**src/rtl/scanirq_pkg.sv**
```systemverilog
package scanirq_pkg;
  typedef enum logic {
    VMODE_60 = 1'b0,
    VMODE_50 = 1'b1
  } vmode_e;

  localparam int unsigned LINES_60 = 263;
  localparam int unsigned LINES_50 = 314;
  localparam int unsigned RATE_60  = 60;
  localparam int unsigned RATE_50  = 50;
endpackage

```
**src/rtl/scanirq_timebase.sv**
```systemverilog
module scanirq_timebase #(
  parameter int TIME_W = 32
) (
  input  logic              clk,
  input  logic              rst,
  input  logic              frame_start_i,
  output logic [TIME_W-1:0] now_o,
  output logic [TIME_W-1:0] fstart_o
);
  logic [TIME_W-1:0] cyc_q;
  logic [TIME_W-1:0] fstart_q;

  always_ff @(posedge clk) begin
    if (rst) begin
      cyc_q    <= '0;
      fstart_q <= '0;
    end else begin
      cyc_q <= cyc_q + 1'b1;
      if (frame_start_i) fstart_q <= cyc_q;
    end
  end

  assign now_o    = cyc_q;
  assign fstart_o = fstart_q;

  p_count_step_r3: assert property (@(posedge clk) disable iff (rst)
    !$past(rst) |-> cyc_q == $past(cyc_q) + 1'b1);
endmodule

```
**src/rtl/scanirq_calc.sv**
```systemverilog
module scanirq_calc
  import scanirq_pkg::*;
#(
  parameter int CLK_HZ = 33868800,
  parameter int TIME_W = 32,
  parameter int LINE_W = 9,
  parameter int XOFF_W = 16
) (
  input  vmode_e            mode_i,
  input  logic [LINE_W-1:0] line_no_i,
  input  logic [XOFF_W-1:0] xoff_i,
  output logic [TIME_W-1:0] first_dly_o,
  output logic [TIME_W-1:0] line_per_o
);
  localparam int PW = TIME_W + LINE_W;
  localparam logic [TIME_W-1:0] FRAME60 = TIME_W'(CLK_HZ / RATE_60);
  localparam logic [TIME_W-1:0] FRAME50 = TIME_W'(CLK_HZ / RATE_50);
  localparam logic [TIME_W-1:0] LINE60  = TIME_W'((CLK_HZ / RATE_60) / LINES_60);
  localparam logic [TIME_W-1:0] LINE50  = TIME_W'((CLK_HZ / RATE_50) / LINES_50);

  logic [TIME_W-1:0] frame_sel;
  logic [PW-1:0]     lines_sel;
  logic [PW-1:0]     prod;
  logic [PW-1:0]     quot;

  always_comb begin
    if (mode_i == VMODE_50) begin
      frame_sel  = FRAME50;
      lines_sel  = PW'(LINES_50);
      line_per_o = LINE50;
    end else begin
      frame_sel  = FRAME60;
      lines_sel  = PW'(LINES_60);
      line_per_o = LINE60;
    end
    prod        = PW'(line_no_i) * PW'(frame_sel);
    quot        = prod / lines_sel;
    first_dly_o = frame_sel + TIME_W'(quot) + TIME_W'(xoff_i);
  end
endmodule

```
**src/rtl/scanirq_chain.sv**
```systemverilog
module scanirq_chain #(
  parameter int TIME_W = 32,
  parameter int CNT_W  = 8
) (
  input  logic              clk,
  input  logic              rst,
  input  logic [TIME_W-1:0] now_i,
  input  logic [TIME_W-1:0] fstart_i,
  input  logic              req_i,
  input  logic [CNT_W-1:0]  count_i,
  input  logic [TIME_W-1:0] first_dly_i,
  input  logic [TIME_W-1:0] line_per_i,
  output logic              fire_o
);
  logic              pend_q;
  logic [CNT_W-1:0]  cnt_q;
  logic [TIME_W-1:0] base_q;
  logic [TIME_W-1:0] dly_q;
  logic [TIME_W-1:0] line_q;
  logic [TIME_W-1:0] elapsed;

  assign elapsed = now_i - base_q;
  assign fire_o  = pend_q && !req_i && (elapsed >= dly_q);

  always_ff @(posedge clk) begin
    if (rst) begin
      pend_q <= 1'b0;
      cnt_q  <= '0;
      base_q <= '0;
      dly_q  <= '0;
      line_q <= '0;
    end else if (req_i) begin
      pend_q <= 1'b1;
      cnt_q  <= count_i;
      base_q <= fstart_i;
      dly_q  <= first_dly_i;
      line_q <= line_per_i;
    end else if (fire_o) begin
      if (cnt_q > CNT_W'(1)) begin
        cnt_q <= cnt_q - 1'b1;
        dly_q <= dly_q + line_q;
      end else begin
        cnt_q  <= '0;
        pend_q <= 1'b0;
      end
    end
  end

  p_reset_idle_r1: assert property (@(posedge clk)
    $past(rst) |-> !pend_q);
  p_req_arms_r6: assert property (@(posedge clk) disable iff (rst)
    req_i |=> pend_q && cnt_q == $past(count_i) && dly_q == $past(first_dly_i));
  p_spacing_r4: assert property (@(posedge clk) disable iff (rst)
    (fire_o && cnt_q > CNT_W'(1)) |=> pend_q && dly_q == $past(dly_q) + $past(line_q));
  p_stop_r5: assert property (@(posedge clk) disable iff (rst)
    (fire_o && cnt_q <= CNT_W'(1)) |=> !pend_q);
  p_mode_held_r10: assert property (@(posedge clk) disable iff (rst)
    !req_i |=> $stable(line_q));
endmodule

```
**src/rtl/scanirq_gen.sv**
```systemverilog
module scanirq_gen
  import scanirq_pkg::*;
#(
  parameter int CLK_HZ  = 33868800,
  parameter int TIME_W  = 32,
  parameter int CNT_W   = 8,
  parameter int LINE_W  = 9,
  parameter int XOFF_W  = 16,
  parameter int STAT_W  = 16,
  parameter int IRQ_BIT = 10
) (
  input  logic              clk,
  input  logic              rst,
  input  logic              frame_start_i,
  input  logic              sched_req_i,
  input  logic [CNT_W-1:0]  sched_count_i,
  input  logic [LINE_W-1:0] sched_line_i,
  input  logic [XOFF_W-1:0] sched_xoff_i,
  input  logic              pal_mode_i,
  input  logic [STAT_W-1:0] stat_clr_i,
  output logic              irq_pulse_o,
  output logic [STAT_W-1:0] irq_stat_o
);
  logic [TIME_W-1:0] now;
  logic [TIME_W-1:0] fstart;
  logic [TIME_W-1:0] first_dly;
  logic [TIME_W-1:0] line_per;
  logic              fire_now;
  logic              pulse_q;
  logic [STAT_W-1:0] stat_q;
  vmode_e            mode;

  assign mode = vmode_e'(pal_mode_i);

  scanirq_timebase #(.TIME_W(TIME_W)) u_tb (
    .clk(clk), .rst(rst), .frame_start_i(frame_start_i),
    .now_o(now), .fstart_o(fstart)
  );

  scanirq_calc #(
    .CLK_HZ(CLK_HZ), .TIME_W(TIME_W), .LINE_W(LINE_W), .XOFF_W(XOFF_W)
  ) u_calc (
    .mode_i(mode), .line_no_i(sched_line_i), .xoff_i(sched_xoff_i),
    .first_dly_o(first_dly), .line_per_o(line_per)
  );

  scanirq_chain #(.TIME_W(TIME_W), .CNT_W(CNT_W)) u_chain (
    .clk(clk), .rst(rst), .now_i(now), .fstart_i(fstart),
    .req_i(sched_req_i), .count_i(sched_count_i),
    .first_dly_i(first_dly), .line_per_i(line_per), .fire_o(fire_now)
  );

  always_ff @(posedge clk) begin
    if (rst) pulse_q <= 1'b0;
    else     pulse_q <= fire_now;
  end

  for (genvar b = 0; b < STAT_W; b++) begin : g_stat
    if (b == IRQ_BIT) begin : g_live
      always_ff @(posedge clk) begin
        if (rst)           stat_q[b] <= 1'b0;
        else if (fire_now) stat_q[b] <= 1'b1;
        else if (stat_clr_i[b]) stat_q[b] <= 1'b0;
      end
    end else begin : g_zero
      assign stat_q[b] = 1'b0;
    end
  end

  assign irq_pulse_o = pulse_q;
  assign irq_stat_o  = stat_q;

  p_reset_clear_r1: assert property (@(posedge clk)
    $past(rst) |-> irq_stat_o == '0 && !irq_pulse_o);
  p_pulse_sets_r7: assert property (@(posedge clk) disable iff (rst)
    irq_pulse_o |-> irq_stat_o[IRQ_BIT]);
  p_hold_r7: assert property (@(posedge clk) disable iff (rst)
    (irq_stat_o[IRQ_BIT] && !stat_clr_i[IRQ_BIT]) |=> irq_stat_o[IRQ_BIT]);
  p_set_wins_r8: assert property (@(posedge clk) disable iff (rst)
    (stat_clr_i[IRQ_BIT] && !fire_now) |=> !irq_stat_o[IRQ_BIT]);
  p_others_zero_r9: assert property (@(posedge clk) disable iff (rst)
    $countones(irq_stat_o) <= 1);
endmodule

```
**config.mk**
```make
export PLATFORM = sky130hd
export DESIGN_NAME = scanirq_gen
export DESIGN_NICKNAME = d
export VERILOG_FILES = /design/src/rtl/scanirq_pkg.sv /design/src/rtl/scanirq_timebase.sv /design/src/rtl/scanirq_calc.sv /design/src/rtl/scanirq_chain.sv /design/src/rtl/scanirq_gen.sv
export SDC_FILE = /design/constraint.sdc
export NUM_CORES = 1
export LEC_CHECK = 0
export BUFFER_PORTS_ARGS = -buffer_cell sky130_fd_sc_hd__buf_2
export CAP_MARGIN = 15
export CORE_ASPECT_RATIO = 1.25
export CORE_MARGIN = 5
export CORE_UTILIZATION = 66
export CTS_BUF_LIST = sky130_fd_sc_hd__clkbuf_8 sky130_fd_sc_hd__clkbuf_16
export CTS_CLUSTER_SIZE = 20
export DETAILED_ROUTE_END_ITERATION = 10
export PLACE_DENSITY_LB_ADDON = 0.12
export SLEW_MARGIN = 20
export SYNTH_ARGS = -nofsm -noshare
export SYNTH_HDL_FRONTEND = slang
export SYNTH_SLANG_ARGS = --single-unit
```
**constraint.sdc**
```tcl
create_clock -name clk -period 165.2 [get_ports clk]
set_input_delay 33.04 -clock clk [delete_from_list [all_inputs] [get_ports clk]]
set_output_delay 33.04 -clock clk [all_outputs]
set_load 0.02 [all_outputs]
```
==> metrics.md <==
| Metric | Value |
|---|---|
| Outcome | finished clean |
| Placed Area | 25240 um2 |
| Placer Congestion | 0.9245 |
| Final Hold Fails | 0 |
| CTS Buffer Depth | 2 |
| # hold bufs at CTS | 0 |
| Layout cell share with drive strength beyond 1 | 8.651% |
| Ys async rst share | 0% |
| Avg Cell Area, Syn | 7.501 um2 |
| Reg2reg path depth | 45 |
| Max-slew violation count | 0 |
| Layout Nets | 3640 |
| Least-Margin Pin Slew | 1084 ps |
| Post-synth cell types | 146 |
| WHS Path Cells | 1 |
| CTS Root Cell | clkbuf_16 |
| Final Cycle Share | 55.19% |
| Reg2Reg Capture Point | u_chain.dly_q[14] |
| Reg-to-reg startpoint | u_tb.now_o[0] |
| Post-synth EDFFs | 0 |
| Post-cts gate resize count | 0 |
| Synth Warn # | 0 |
| Wire per inst | 16.97 um |
| Num Clock Sinks | 142 |
| Synthesized cell area | 24980 um2 |
| Die ar. | 41860 um2 |
| CTS tree | built |
| Vias per inst | 6.377 |
| Area grow syn2layout | 3.481% |
| DRT iter0 DRCs | 1355 |
| Row count | 79 |
| Clock Skews | 7.725 ps |
| H-tree lvl count | 4 |
| # fillers | 3215 |
| I/O Pins | 71 |
| Mapped Cells | 3330 |
| Worst setup SP type | input port |
| Flop-to-flop setup slack | 155620 ps |
| Port Buf Inserts | 40 |
| Worst path most repeated cell | ha_1 |
| Fmax | 10.97 MHz |
| Starting Density | 66.85% |
| Clk pin slew, worst setup/hold paths | 60 ps |
| CP max-delay cell | o41ai_4 |
| Hold path start | irq_stat_o[10] |
| Post-CTS setup buffers | 0 |
| Post-route cell area | 25850 um2 |
| Hold path endpoint | irq_stat_o[10] |
| Detailed placement HPWL | 51050 um |
| Total gr overflow | 0 |
| Layout Cells excl Fill | 3793 |
| Top-area cell type share of the netlist area | 12.22% |
| Sequential area share after synthesis | 11.38% |
| Chip height | 227.5 um |
| CP max stage delay | 800 ps |
| CP Capture Type | flip-flop |
| Largest net degree at the start of global routing | 76 |
| First-pass GRT wire length | 107600 um |
| Clk Latency, worst-skew pair | 420 ps |
| Ys flop type | dfxtp_1 |
| Worst endpoint required time | 165470 ps |
| Fin Setup TNS | 0 ps |
| Max Cap Viol | 0 |
| RSZ-0062 raised after global routing | no |
| Placed Cells incl. Taps | 3761 |
| Tmin final | 91180 ps |
| Via count | 24190 |
| Initial antenna violation count | 1 |
| Tot GR Track Use | 29.60% |
| Number of global-route vias before repair | 23390 |
| Area leader, netlist | ha_1 |
| Flops & latches, synth | 142 |
| Hold crit path type | reg -> reg |
| Critical Path Fanout Max | 42 |
| Setup CP Type | in -> reg |
| Core area | 37360 um2 |
| Num CTS Buffers | 17 |
| Ranking of synthesized cells by area | ha_1 (12%), dfxtp_1 (11%), xnor2_1 (6.0%), nor2_1 (5.4%), a21oi_1 (4.3%) |
| Antenna Nets Post-Route | 0 |
| CP Data Arrival Time | 91450 ps |
| Final setup viols | 0 |
| Drt first pass iters | 9 |
| Die Wd | 184.0 um |
| Max-slew headroom | 27.72% |
| Number of remaining DRC errors | 0 |
| WL final | 64370 um |
-- cell type report --
class | count | area, um2 | area share (%)
clock inverters | 9 | 108.9 | 0.4211
inverters | 275 | 1036 | 4.008
well taps | 486 | 608.1 | 2.352
multi-input cells | 2806 | 20460 | 79.15
diodes | 1 | 2.502 | 0.009681
repair buffers | 52 | 297.8 | 1.152
clock buffers | 22 | 494.2 | 1.912
flip-flops and latches | 142 | 2843 | 11.00
-- synthesized netlist by cell type (all sizes together), types with 15 or more instances --
library cell,number
nor4,34
o31a,17
xor2,95
nand2b,35
or4,18
or3,38
o21bai,23
mux2,29
nor2b,42
o31ai,26
nor2,361
inv,274
o211ai,42
fa,48
a211oi,55
a31o,17
and3,47
o211a,16
a21oi,229
nand3,83
and4,16
nand2,241
xnor2,173
dfxtp,142
o21ai,181
clkbuf,53
nor3,83
a2111oi,16
or2,46
a211o,18
buf,77
a31oi,46
ha,244
o21a,32
mux2i,96
nand4,33
and2,38
a21o,53
a221oi,15
-- sequential cells by signal (all words and copies together), names as in the netlist --
register	cells
u_chain.dly_q	32
u_tb.now_o	32
u_chain.pend_q	1
u_chain.cnt_q	8
u_chain.line_q	3
irq_pulse_o	1
u_chain.base_q	32
u_tb.fstart_o	32
irq_stat_o	1
-- through the flow --
step / setup slack [ps] / hold slack [ps] / utilization [%]
floorplan: 83330 / 436.6 / -
global placement: 75570 / 430.3 / 67.56
detailed placement: 74450 / 440.1 / 67.56
CTS: 74740 / 453.4 / 69.17
global route: 69430 / 477.7 / 69.17
finish: 74020 / 448.1 / 69.18
-- placed cells by master (no fill, tap or decap), types with 29 or more instances in the layout --
cell type,instances
nand2b_1,34
o21ai_0,152
nand4_1,32
a31oi_1,43
a21oi_1,217
xnor2_1,171
buf_2,37
and2_1,36
mux2i_1,94
dfxtp_1,142
nor3_1,75
inv_1,265
xor2_1,94
a21o_1,51
fa_1,48
ha_1,244
nor2_1,357
or3_1,38
o211ai_1,38
nand3_1,79
nand2_1,240
and3_1,44
o21a_1,29
a211oi_1,46
nor2b_1,42
-- worst max-delay path by stage --
stage / cells after the start / to / startpoint
5_1_grt: 237 / u_chain.dly_q[21] / pal_mode_i
6_report: 236 / u_chain.dly_q[21] / pal_mode_i
2_1_floorplan: 255 / u_chain.dly_q[21] / pal_mode_i
3_3_place_gp: 237 / u_chain.dly_q[21] / pal_mode_i
3_5_place_dp: 235 / u_chain.dly_q[21] / pal_mode_i
4_1_cts: 235 / u_chain.dly_q[21] / pal_mode_i
-- cells by family (layout without fill, tap and decap cells) --
group / Yosys count / in the layout / synth area share, %
adder cells (fa/ha/maj): 292 / 292 / 16.07
AO/OA/AOI/OAI: 930 / 930 / 26.82
buffers and inverters: 406 / 358 / 7.098
other: 2 / 27 / 0.03007
flip-flops: 142 / 142 / 11.38
AND/OR/NAND/NOR: 1165 / 1165 / 23.83
XOR/XNOR: 268 / 268 / 9.487
multiplexers: 125 / 125 / 5.279
-- critical path, delay by kind of cell --
kind / cells / cell delay [ps]
mux: 4 / 1370
compound gates: 101 / 25220
fa+ha+maj: 29 / 9570
simple gates: 75 / 16890
buf+inv: 20 / 4040
xor+xnor: 7 / 1200
-- per-layer routing --
layer / vias to the layer above / share of wire [%] / routed length [um] / global-route usage, %
met4: 0 / 2.8 / 1793 / 9.473
met2: 623 / 51 / 32520 / 55.91
met1: 11460 / 43 / 27470 / 35.11
met3: 136 / 4.0 / 2583 / 2.701
met5: - / 0 / 0 / 0
li1: 11970 / - / - / -
Power is left out: the tool's default activity adds up to more than one toggle a clock period on the data nets, which glitch-free logic cannot reach.
